--- src/rtl/asp_pkg.sv ---
package asp_pkg;

  localparam int SAMPLE_W = 24;
  localparam int IDX_W    = 5;
  localparam int POS_W    = 8;

  typedef enum logic [1:0] {
    FMT_I2S = 2'd0,
    FMT_LJ  = 2'd1,
    FMT_RJ  = 2'd2,
    FMT_DSP = 2'd3
  } aspFmt_e;

  // Where one bit period sits inside the framing.
  typedef struct packed {
    logic             inWord;
    logic             isRight;
    logic [IDX_W-1:0] idx;
    logic             isLast;
  } slot_t;

  // Strobes from control to datapath.
  typedef struct packed {
    logic             rxShift;
    logic             rxLast;
    logic             rxRight;
    logic             rxBit;
    logic             txLoad;
    logic             txDrive;
    logic             txActive;
    logic             txRight;
    logic [IDX_W-1:0] txIdx;
    logic [IDX_W-1:0] alignShift;
  } aspStrobe_t;

  function automatic logic [IDX_W-1:0] widthOf(input logic [1:0] code);
    case (code)
      2'd0:    return IDX_W'(24);
      2'd1:    return IDX_W'(20);
      2'd2:    return IDX_W'(18);
      default: return IDX_W'(16);
    endcase
  endfunction

  function automatic slot_t classify(input aspFmt_e fmt,
                                     input logic [IDX_W-1:0] w,
                                     input logic [POS_W-1:0] pos,
                                     input logic lr,
                                     input logic [POS_W-1:0] halfLen);
    slot_t s;
    logic [POS_W-1:0] w8, first, rel;
    s = '0;
    w8 = POS_W'(w);
    first = '0;
    if (fmt == FMT_DSP) begin
      s.isRight = (pos >= w8);
      rel = s.isRight ? pos - w8 : pos;
      s.inWord = (pos < (w8 << 1));
    end else begin
      s.isRight = (fmt == FMT_I2S) ? lr : ~lr;
      case (fmt)
        FMT_I2S: first = POS_W'(1);
        FMT_LJ:  first = '0;
        default: first = halfLen - w8;
      endcase
      s.inWord = (pos >= first) && (pos < first + w8);
      rel = pos - first;
    end
    s.idx = rel[IDX_W-1:0];
    s.isLast = s.inWord && (rel == w8 - POS_W'(1));
    return s;
  endfunction

endpackage

--- src/rtl/asp_phase.sv ---
module asp_phase
  import asp_pkg::*;
(
  input  logic             clk,
  input  logic             rstN,
  input  logic             step,
  input  logic             isDsp,
  input  logic             lr,
  output logic [POS_W-1:0] posNow,
  output logic             primed
);

  logic             prevLr;
  logic [POS_W-1:0] posQ;
  logic             frameHit;

  always_comb begin
    frameHit = isDsp ? (lr & ~prevLr) : (lr ^ prevLr);
    if (!primed)       posNow = '1;
    else if (frameHit) posNow = '0;
    else if (&posQ)    posNow = posQ;
    else               posNow = posQ + POS_W'(1);
  end

  always_ff @(posedge clk) begin
    if (!rstN) begin
      primed <= 1'b0;
      prevLr <= 1'b0;
      posQ   <= '1;
    end else if (step) begin
      primed <= 1'b1;
      prevLr <= lr;
      posQ   <= posNow;
    end
  end

endmodule

--- src/rtl/asp_ctrl.sv ---
module asp_ctrl
  import asp_pkg::*;
#(
  parameter int HALF_BITS   = 32,
  parameter int SYNC_STAGES = 2
) (
  input  logic       clk,
  input  logic       rstN,
  input  logic [1:0] cfgFmt,
  input  logic [1:0] cfgWidth,
  input  logic       bclk,
  input  logic       lrclk,
  input  logic       sdIn,
  output aspStrobe_t strb
);

  localparam logic [POS_W-1:0] HALF_LEN = POS_W'(HALF_BITS);

  logic [SYNC_STAGES:0]   bPipe;
  logic [SYNC_STAGES-1:0] lrPipe;
  logic [SYNC_STAGES-1:0] sdPipe;

  always_ff @(posedge clk) begin
    if (!rstN) begin
      bPipe  <= '0;
      lrPipe <= '0;
      sdPipe <= '0;
    end else begin
      bPipe  <= {bPipe[SYNC_STAGES-1:0], bclk};
      lrPipe <= {lrPipe[SYNC_STAGES-2:0], lrclk};
      sdPipe <= {sdPipe[SYNC_STAGES-2:0], sdIn};
    end
  end

  logic bRise, bFall, lrNow, sdNow, isDsp;
  aspFmt_e fmt;
  logic [IDX_W-1:0] wordW;

  assign bRise = bPipe[SYNC_STAGES-1] & ~bPipe[SYNC_STAGES];
  assign bFall = ~bPipe[SYNC_STAGES-1] & bPipe[SYNC_STAGES];
  assign lrNow = lrPipe[SYNC_STAGES-1];
  assign sdNow = sdPipe[SYNC_STAGES-1];
  assign fmt   = aspFmt_e'(cfgFmt);
  assign isDsp = (fmt == FMT_DSP);
  assign wordW = widthOf(cfgWidth);

  logic [1:0]       stepVec;
  logic [1:0]       primVec;
  logic [POS_W-1:0] posArr [2];

  assign stepVec = {bFall, bRise};

  // Index 0 tracks receive (rising edges), index 1 transmit (falling edges).
  for (genvar g = 0; g < 2; g++) begin : g_phase
    asp_phase u_phase (
      .clk    (clk),
      .rstN   (rstN),
      .step   (stepVec[g]),
      .isDsp  (isDsp),
      .lr     (lrNow),
      .posNow (posArr[g]),
      .primed (primVec[g])
    );
  end

  slot_t rxSlot, txSlot;

  always_comb begin
    rxSlot = classify(fmt, wordW, posArr[0], lrNow, HALF_LEN);
    txSlot = classify(fmt, wordW, posArr[1], lrNow, HALF_LEN);

    strb.rxShift    = bRise && primVec[0] && rxSlot.inWord;
    strb.rxLast     = bRise && primVec[0] && rxSlot.isLast;
    strb.rxRight    = rxSlot.isRight;
    strb.rxBit      = sdNow;
    strb.txDrive    = bFall && primVec[1];
    strb.txLoad     = bFall && primVec[1] && (posArr[1] == '0) &&
                      (isDsp || !txSlot.isRight);
    strb.txActive   = txSlot.inWord;
    strb.txRight    = txSlot.isRight;
    strb.txIdx      = txSlot.idx;
    strb.alignShift = IDX_W'(SAMPLE_W) - wordW;
  end

endmodule

--- src/rtl/asp_datapath.sv ---
module asp_datapath
  import asp_pkg::*;
(
  input  logic                clk,
  input  logic                rstN,
  input  aspStrobe_t          strb,
  input  logic [SAMPLE_W-1:0] txLeft,
  input  logic [SAMPLE_W-1:0] txRight,
  output logic [SAMPLE_W-1:0] rxLeft,
  output logic [SAMPLE_W-1:0] rxRight,
  output logic                rxValid,
  output logic                txTaken,
  output logic                sdOut
);

  logic [SAMPLE_W-1:0] rxSh, holdL, latL, latR;
  logic                haveL;
  logic [SAMPLE_W-1:0] rxFull, rxAligned, srcL, srcR, txWord;
  logic                txBit;

  always_comb begin
    rxFull    = {rxSh[SAMPLE_W-2:0], strb.rxBit};
    rxAligned = rxFull << strb.alignShift;
    srcL      = strb.txLoad ? txLeft  : latL;
    srcR      = strb.txLoad ? txRight : latR;
    txWord    = strb.txRight ? srcR : srcL;
    txBit     = txWord[IDX_W'(SAMPLE_W - 1) - strb.txIdx];
  end

  always_ff @(posedge clk) begin
    if (!rstN) begin
      rxSh    <= '0;
      holdL   <= '0;
      haveL   <= 1'b0;
      rxLeft  <= '0;
      rxRight <= '0;
      rxValid <= 1'b0;
      latL    <= '0;
      latR    <= '0;
      txTaken <= 1'b0;
      sdOut   <= 1'b0;
    end else begin
      rxValid <= 1'b0;
      txTaken <= 1'b0;
      if (strb.rxShift) rxSh <= rxFull;
      if (strb.rxLast) begin
        if (!strb.rxRight) begin
          holdL <= rxAligned;
          haveL <= 1'b1;
        end else begin
          haveL <= 1'b0;
          if (haveL) begin
            rxLeft  <= holdL;
            rxRight <= rxAligned;
            rxValid <= 1'b1;
          end
        end
      end
      if (strb.txLoad) begin
        latL    <= txLeft;
        latR    <= txRight;
        txTaken <= 1'b1;
      end
      if (strb.txDrive) sdOut <= strb.txActive ? txBit : 1'b0;
    end
  end

endmodule

--- src/rtl/audio_serial_port.sv ---
module audio_serial_port
  import asp_pkg::*;
#(
  parameter int HALF_BITS   = 32,
  parameter int SYNC_STAGES = 2
) (
  input  logic                clk,
  input  logic                rstN,
  input  logic [1:0]          cfgFmt,
  input  logic [1:0]          cfgWidth,
  input  logic                bclk,
  input  logic                lrclk,
  input  logic                sdIn,
  input  logic [SAMPLE_W-1:0] txLeft,
  input  logic [SAMPLE_W-1:0] txRight,
  output logic                sdOut,
  output logic                txTaken,
  output logic [SAMPLE_W-1:0] rxLeft,
  output logic [SAMPLE_W-1:0] rxRight,
  output logic                rxValid
);

  aspStrobe_t strb;

  asp_ctrl #(
    .HALF_BITS   (HALF_BITS),
    .SYNC_STAGES (SYNC_STAGES)
  ) u_ctrl (
    .clk      (clk),
    .rstN     (rstN),
    .cfgFmt   (cfgFmt),
    .cfgWidth (cfgWidth),
    .bclk     (bclk),
    .lrclk    (lrclk),
    .sdIn     (sdIn),
    .strb     (strb)
  );

  asp_datapath u_dp (
    .clk     (clk),
    .rstN    (rstN),
    .strb    (strb),
    .txLeft  (txLeft),
    .txRight (txRight),
    .rxLeft  (rxLeft),
    .rxRight (rxRight),
    .rxValid (rxValid),
    .txTaken (txTaken),
    .sdOut   (sdOut)
  );

endmodule

--- config.mk ---
export PLATFORM = sky130hd
export DESIGN_NAME = audio_serial_port
export DESIGN_NICKNAME = d
export VERILOG_FILES = /design/src/rtl/asp_pkg.sv /design/src/rtl/asp_phase.sv /design/src/rtl/asp_ctrl.sv /design/src/rtl/asp_datapath.sv /design/src/rtl/audio_serial_port.sv
export SDC_FILE = /design/constraint.sdc
export NUM_CORES = 1
export LEC_CHECK = 0
export ABC_CLOCK_PERIOD_IN_PS = 6900
export BUFFER_PORTS_ARGS = -buffer_cell sky130_fd_sc_hd__buf_2
export CORE_MARGIN = 3
export CORE_UTILIZATION = 55
export DETAILED_ROUTE_END_ITERATION = 12
export GPL_TIMING_DRIVEN = 1
export PLACE_DENSITY = 0.75
export SYNTH_ARGS = -nofsm -noshare
export SYNTH_HDL_FRONTEND = slang
export SYNTH_SLANG_ARGS = --single-unit
--- constraint.sdc ---
create_clock -name clk -period 6.9 [get_ports clk]
set_clock_uncertainty 0.05 [all_clocks]
set_input_delay 1.38 -clock clk [delete_from_list [all_inputs] [get_ports clk]]
set_output_delay 1.38 -clock clk [all_outputs]
set_load 0.005 [all_outputs]
==> results of run 1 <==
[report_power, final]
| group | leakage [nW] | internal (W) | switching (W) |
|---|---|---|---|
| logic | 3.50 | 0.000118 | 0.000186 |
| registers | 1.40 | 0.00101 | 0.00000837 |
| clock network | 0.303 | 0.000584 | 0.000447 |
| total | 5.21 | 0.00171 | 0.000640 |
[worst max-delay path, cell delays in order]
cell and delay [ns]:
buf_2 0.18, and2_2 0.21, o21ai_2 0.42, a21oi_1 0.13
nor2_1 0.36, inv_1 0.12, ha_1 0.30, nor2b_1 0.13
o211ai_1 0.16, a31oi_1 0.10, o21ai_0 0.13, or4b_1 0.49
a221o_1 0.29, or4_4 0.54, nor4_1 0.58, nand3_1 0.16
buf_4 0.28, mux2i_1 0.16
[cells in the mapped netlist (9+ instances only)]
cell      instances  area (um2)
nor2b_1          11       68.82
dfxtp_1         174        3483
inv_1            31       116.4
buf_1            10       37.54
nand3_1          25       125.1
nor2_1           64       240.2
clkbuf_1         62       232.7
a21oi_1          73       365.4
or3_1            10       62.56
a31oi_1           9       56.30
mux2i_1         169        1692
nand4_1           9       56.30
nor3_1           25       125.1
and2_1           12       75.07
xnor2_1          14       122.6
nand2_1         256       960.9
mux2_2           22       247.7
ha_1             41       513.0
a211oi_1         16       120.1
o211ai_1         20       150.1
o21ai_0          35       175.2
o21a_1           11       82.58
[cell families (layout without fill, tap and decap cells)]
logic type | Yosys count | in the layout
fa+ha+maj | 45 | 45
simple gates | 453 | 453
mux | 193 | 193
flops | 174 | 174
xor+xnor | 17 | 17
buf+inv | 116 | 190
compound gates | 219 | 219
[per-layer routing]
| layer | vias up | wire (um) | part of all wire [%] |
|---|---|---|---|
| met1 | 4192 | 11790 | 48 |
| li1 | 4409 | - | - |
| met3 | 34 | 1245 | 5.1 |
| met2 | 248 | 11160 | 45 |
| met4 | 2 | 318 | 1.3 |
| met5 | - | 9 | 0.037 |
[flip-flops by register name (all words and copies together), names as in the netlist, 3 cells and up]
signal                       cells
u_dp.rxLeft                     24
u_dp.rxRight                    24
u_dp.latL                       24
u_dp.rxSh                       23
u_dp.holdL                      24
u_dp.latR                       24
u_ctrl.g_phase.u_phase.posQ     16
u_ctrl.bPipe                     3
[through the flow]
| step | hold WS (ns) | worst slack [ns] |
|---|---|---|
| 2_1_floorplan | 0.3619 | 0.6883 |
| 3_3_place_gp | 0.3653 | 0.8591 |
| 3_5_place_dp | 0.3677 | 0.7582 |
| 4_1_cts | 0.3825 | 1.083 |
| 5_1_grt | 0.4056 | 0.6492 |
| 6_report | 0.3813 | 1.011 |
[layout make-up]
type                            count  area (um2)  area share [%]
Multi-Input combinational cell    927        6170           54.32
Sequential cell                   174        3483           30.67
Timing Repair Buffer              125       673.1           5.927
Clock buffer                       17       425.4           3.746
Tap cell                          225       281.5           2.479
Clock inverter                     15       200.2           1.763
Inverter                           33       123.9           1.091
[worst max-delay path by stage]
stage                                    endpoint         from  slack (ns)  cells past startpoint
floorplan            u_dp.rxLeft[10]$_SDFFE_PN0P_  cfgWidth[0]        0.69                     21
global placement     u_dp.rxLeft[21]$_SDFFE_PN0P_    cfgFmt[1]        0.86                     17
detailed placement  u_dp.rxRight[13]$_SDFFE_PN0P_    cfgFmt[1]        0.76                     18
CTS                   u_dp.holdL[10]$_SDFFE_PN0P_    cfgFmt[1]        1.08                     18
global route        u_dp.rxRight[21]$_SDFFE_PN0P_    cfgFmt[1]        0.65                     18
finish              u_dp.rxRight[12]$_SDFFE_PN0P_    cfgFmt[1]        1.01                     18
==> results.sh, run 1 <==
export IMPL_ir_worst_vdd_v=0.0001792
export IMPL_synthesis_instances=1217
export IMPL_synth_top_family_by_area="simple AND/OR/NAND/NOR gates"
export IMPL_critPathLaunchType="input pin"
export IMPL_worstMarginPinSlew_ns=0.7878
export IMPL_start_util_pct=57.22
export IMPL_ys_types=67
export IMPL_track_usage_pct=24.42
export IMPL_synth_adder_area_share_pct=5.870
export IMPL_cts_buffer_depth=2
export IMPL_finalSetupTns_ns=0
export IMPL_busiest_layer="met2"
export IMPL_syn_nets=1319
export IMPL_slew_limit_headroom_pct=46.12
export IMPL_ant_nets=0
export IMPL_synth_area_mux_share_pct=19.64
export IMPL_cts_hold_buf=0
export IMPL_hpwl_um=17090
export IMPL_layout_cells_non_filler=1516
export IMPL_synth_edff_count=0
export IMPL_pin_count=108
export IMPL_cp_required_ns=7.16
export IMPL_first_iter_violations=750
export IMPL_fp_coreArea_um2=17660
export IMPL_die_w_um=141.5
export IMPL_cts_buffers=17
export IMPL_cts_setup_buffers=0
export IMPL_cts_sinks=174
export IMPL_rsz0062_at_grt="false"
export IMPL_synth_xor_area_share_pct=1.474
export IMPL_dp_cells=1484
export IMPL_p_leak_nw=5.206
export IMPL_drive_gt1_share_pct=15.03
export IMPL_clk_pin_slew_ns=0.07
export IMPL_p_per_area_nw_per_um2=207.0
export IMPL_grt_overflow=0
export IMPL_critPathKind="input pin to register"
export IMPL_cts_resized=0
export IMPL_synth_area_um2=10100
export IMPL_final_max_slew_viol_count=0
export IMPL_end_kind="register"
export IMPL_arrival_ns=6.14
export IMPL_port_buffers=107
export IMPL_synthFlopType="dfxtp_1"
export IMPL_final_min_clock_period_ns=5.889
export IMPL_hold_start="u_ctrl.sdPipe[0]$_SDFF_PN0_"
export IMPL_fmaxAchievable_mhz=169.8
export IMPL_synth_warnings=0
export IMPL_ff2ff_path_depth=18
export IMPL_dieArea_um2=20030
export IMPL_final_common_cell="nand2_1"
export IMPL_cts_max_level=4
export IMPL_r2r_slack_ns=1.43
export IMPL_finalCritPeriodShare_pct=85.34
export IMPL_grt_pass1_wl_um=40970
export IMPL_synth_yosys_seq_area_share_pct=34.48
export IMPL_die_h_um=141.5
export IMPL_hold_end="u_ctrl.sdPipe[1]$_SDFF_PN0_"
export IMPL_rows=48
export IMPL_antenna_found_initial=1
export IMPL_grt_pass1_vias=8286
export IMPL_place_gp_congestion=0.9029
export IMPL_drv_cap=0
export IMPL_area_growth_pct=12.41
export IMPL_hold_depth=1
export IMPL_routedWlPerCell_um=16.18
export IMPL_dpl_cell_area_um2=10730
export IMPL_via_count=8885
export IMPL_hold_class="register to register"
export IMPL_antenna_cells=0
export IMPL_cts_tree="built"
export IMPL_setup_viol=0
export IMPL_cts_root_buffer_cell="clkbuf_16"
export IMPL_drc=0
export IMPL_fill_cells=1580
export IMPL_grtUsageMet3_pct=4.247
export IMPL_nets=1380
export IMPL_cp_max_fo=20
export IMPL_totalWireLength_um=24520
export IMPL_syn_area_per_cell_um2=8.302
export IMPL_routed_via_density=5.861
export IMPL_finalCoreUtilization_pct=64.32
export IMPL_outcome="finished clean"
export IMPL_ys_async_sr_fraction_pct=0
export IMPL_worstReg2RegStart="u_ctrl.g_phase[0].u_phase.posQ[0]$_SDFFE_PN1P_"
export IMPL_ys_ff_latch=174
export IMPL_finalPower_w=0.002351
export IMPL_drtPass1Iterations=5
export IMPL_grt_met2_usage_pct=38.92
export IMPL_most_common_layout_cells="256 x nand2_1, 174 x dfxtp_1, 169 x mux2i_1, 106 x buf_2, 73 x a21oi_1"
export IMPL_synth_compound_area_share_pct=13.89
export IMPL_grt_use_met1_pct=34.63
export IMPL_hold_viol_final=0
export IMPL_grt_max_degree=73
export IMPL_insertion_delay_ns=0.43
export IMPL_synth_simple_area_share_pct=19.99
export IMPL_design_area_um2=11360
export IMPL_r2r_end="u_dp.rxRight[12]$_SDFFE_PN0P_"
(Power assumes the default switching activity.)
==> run 2: changes to the inputs <==
- CELL_PAD_IN_SITES_DETAIL_PLACEMENT: unset -> 1
- CELL_PAD_IN_SITES_GLOBAL_PLACEMENT: unset -> 2
- CORE_UTILIZATION: 55 -> 36
- PLACE_DENSITY: 0.75 -> unset
- PLACE_DENSITY_LB_ADDON: unset -> 0.1
==> run 2 against run 1 <==
Non-clock buffer count increased by 1. Clock power down 5%. Total power down 2.2%. Hold slack better by 0.0025 ns. Worst setup slack improved by 0.15 ns. Wire length rose by 16%. Cell count grew 9.8%. First-iteration DRC count shrank 49%. Design area up 1.5%. Combinational power increased by 2%. Sequential power about the same.
==> results.sh, run 2 (synthesis gave the netlist of run 1 again) <==
export IMPL_cts_root_buffer_cell="clkbuf_16"
export IMPL_die_h_um=173.5
export IMPL_area_growth_pct=14.12
export IMPL_drtPass1Iterations=5
export IMPL_path_cells="buf_2 -> and2_2 -> o21ai_2 -> a21oi_1 -> nor2_1 -> inv_1 -> ha_1 -> nor2b_1 -> o211ai_1 -> a31oi_1 -> o21ai_0 -> or4b_1 -> a221o_1 -> or4_4 -> nor4_1 -> nand3_1 -> buf_4 -> mux2i_1"
export IMPL_drive_gt1_share_pct=15.09
export IMPL_r2r_end="u_dp.holdL[13]$_SDFFE_PN0P_"
export IMPL_start_util_pct=37.08
export IMPL_rsz0062_at_grt="false"
export IMPL_cpPeakStageDelay_ns=0.52
export IMPL_final_common_cell="nand2_1"
export IMPL_ir_worst_vdd_v=0.0001412
export IMPL_die_w_um=173.5
export IMPL_final_min_clock_period_ns=5.739
export IMPL_insertion_delay_ns=0.43
export IMPL_switching_share_pct=29.76
export IMPL_critPathLaunchType="input pin"
export IMPL_crit_start="cfgFmt[1]"
export IMPL_endpoint="u_dp.holdL[13]$_SDFFE_PN0P_"
export IMPL_routed_via_density=5.222
export IMPL_critPathKind="input pin to register"
export IMPL_worstMarginPinSlew_ns=0.9997
export IMPL_arrival_ns=5.99
export IMPL_p_sw_w=0.0006846
export IMPL_setup_slack_ns=1.161
export IMPL_antenna_cells=0
export IMPL_grt_max_degree=98
export IMPL_ant_nets=0
export IMPL_intPower_w=0.001616
export IMPL_clk_pin_slew_ns=0.07
export IMPL_most_common_layout_cells="256 x nand2_1, 174 x dfxtp_1, 169 x mux2i_1, 106 x buf_2, 73 x a21oi_1"
export IMPL_p_leak_nw=5.198
export IMPL_dieArea_um2=30110
export IMPL_cts_sinks=174
export IMPL_grt_overflow=0
export IMPL_fp_coreArea_um2=27250
export IMPL_grt_pass1_wl_um=48160
export IMPL_worstReg2RegStart="u_ctrl.g_phase[0].u_phase.posQ[0]$_SDFFE_PN1P_"
export IMPL_cts_setup_buffers=0
export IMPL_cp_top_family="simple AND/OR/NAND/NOR gates"
export IMPL_totalWireLength_um=28490
export IMPL_power_share_sequential_pct=44.2
export IMPL_cp_required_ns=7.15
export IMPL_hpwl_um=20720
export IMPL_routedWlPerCell_um=17.12
export IMPL_cts_max_level=4
export IMPL_worst_path_max_delay_cell="or4_4"
export IMPL_cp_num_cells=18
export IMPL_finalSetupTns_ns=0
export IMPL_cts_buffers=17
export IMPL_pin_count=108
export IMPL_place_gp_congestion=0.8449
export IMPL_nets=1381
export IMPL_r2r_slack_ns=1.52
export IMPL_hold_viol_final=0
export IMPL_via_count=8689
export IMPL_fmaxAchievable_mhz=174.3
export IMPL_setup_viol=0
export IMPL_first_iter_violations=379
export IMPL_hold_class="register to register"
export IMPL_cts_buffer_depth=2
export IMPL_track_usage_pct=19.16
export IMPL_ff2ff_path_depth=18
export IMPL_fill_cells=3293
export IMPL_final_max_slew_viol_count=0
export IMPL_port_buffers=107
export IMPL_cts_resized=0
export IMPL_cp_buffers_inverters=3
export IMPL_finalCritPeriodShare_pct=83.17
export IMPL_outcome="finished clean"
export IMPL_grt_pass1_vias=9056
export IMPL_antenna_found_initial=2
export IMPL_finalCoreUtilization_pct=42.31
export IMPL_slew_limit_headroom_pct=33.35
export IMPL_power_frac_clock_pct=42.3
export IMPL_pwr_share_comb_pct=13.4
export IMPL_drv_cap=0
export IMPL_cts_hold_buf=0
export IMPL_cp_max_fo=20
export IMPL_p_per_area_nw_per_um2=199.5
export IMPL_rows=60
export IMPL_drc=0
export IMPL_cts_tree="built"
export IMPL_pre_cts_slack_ns=0.6911
export IMPL_end_kind="register"
## run 2: cell types whose count changed in the layout (fill, tap and decap cells not counted)
cell	previous run	this run
clkinv_8	1	5
bufinv_16	3	0
clkinvlp_4	2	1
inv_6	4	6
inv_8	3	2
clkinv_2	2	1
buf_12	0	1
## run 2: power groups by stage
stage,clock network [W],logic [W],registers (W)
global placement,0,0.000309,0.00104
finish,0.000974,0.000309,0.00102
detailed placement,0,0.000311,0.00104
global route,0.00105,0.000349,0.00102
CTS,0.00100,0.000312,0.00102
floorplan,0,0.000219,0.00104
## run 2: worst reg2reg max path: stages (launching register included)
cell and delay, ns:
dfxtp_1 0.43, ha_1 0.31, nand4_1 0.30, o21ai_0 0.25, nand2_1 0.07, o21a_1 0.23, ha_1 0.27, fa_1 0.42
nor2b_1 0.12, o21ai_0 0.10, a31oi_1 0.20, nor4b_1 0.07, or4b_1 0.57, a221o_1 0.28, or4_4 0.53, nor4_1 0.47
nand3_1 0.13, buf_4 0.29, mux2i_1 0.16
## run 2: through the flow
| step | cells | cell area, um2 | hold WS, ns | power (W) |
|---|---|---|---|---|
| 2_1_floorplan | 1217 | 10100 | 0.3619 | 0.001255 |
| 5_1_grt | 1664 | 11530 | 0.4138 | 0.002420 |
| 3_3_place_gp | 1632 | 10940 | 0.3643 | 0.001350 |
| 6_report | 1664 | 11530 | 0.3838 | 0.002300 |
| 4_1_cts | 1664 | 11530 | 0.3884 | 0.002334 |
| 3_5_place_dp | 1632 | 10940 | 0.3711 | 0.001351 |
## run 2: final cells by class
type                            instances  area [um2]  area share [%]
Clock buffer                           17       425.4           3.690
Clock inverter                         15       168.9           1.465
Inverter                               33       123.9           1.074
Multi-Input combinational cell        927        6170           53.51
Sequential cell                       174        3483           30.21
Tap cell                              372       465.4           4.037
Timing Repair Buffer                  126       693.2           6.012
## run 2: how the worst min path moves through the flow
stage / cells after the start / endpoint / startpoint
floorplan: 1 / u_ctrl.bPipe[1]$_SDFF_PN0_ / u_ctrl.bPipe[0]$_SDFF_PN0_
global placement: 1 / u_ctrl.bPipe[1]$_SDFF_PN0_ / u_ctrl.bPipe[0]$_SDFF_PN0_
detailed placement: 1 / u_ctrl.sdPipe[1]$_SDFF_PN0_ / u_ctrl.sdPipe[0]$_SDFF_PN0_
CTS: 1 / u_ctrl.sdPipe[1]$_SDFF_PN0_ / u_ctrl.sdPipe[0]$_SDFF_PN0_
global route: 1 / u_ctrl.sdPipe[1]$_SDFF_PN0_ / u_ctrl.sdPipe[0]$_SDFF_PN0_
finish: 1 / u_ctrl.sdPipe[1]$_SDFF_PN0_ / u_ctrl.sdPipe[0]$_SDFF_PN0_
## run 2: per-layer routing
metal / GRT usage (%) / share of wire [%] / wire [um]
met5: 0 / 0.081 / 23
met1: 27.05 / 51 / 14530
met3: 3.066 / 3.3 / 943
met2: 30.78 / 44 / 12680
met4: 4.291 / 1.1 / 325
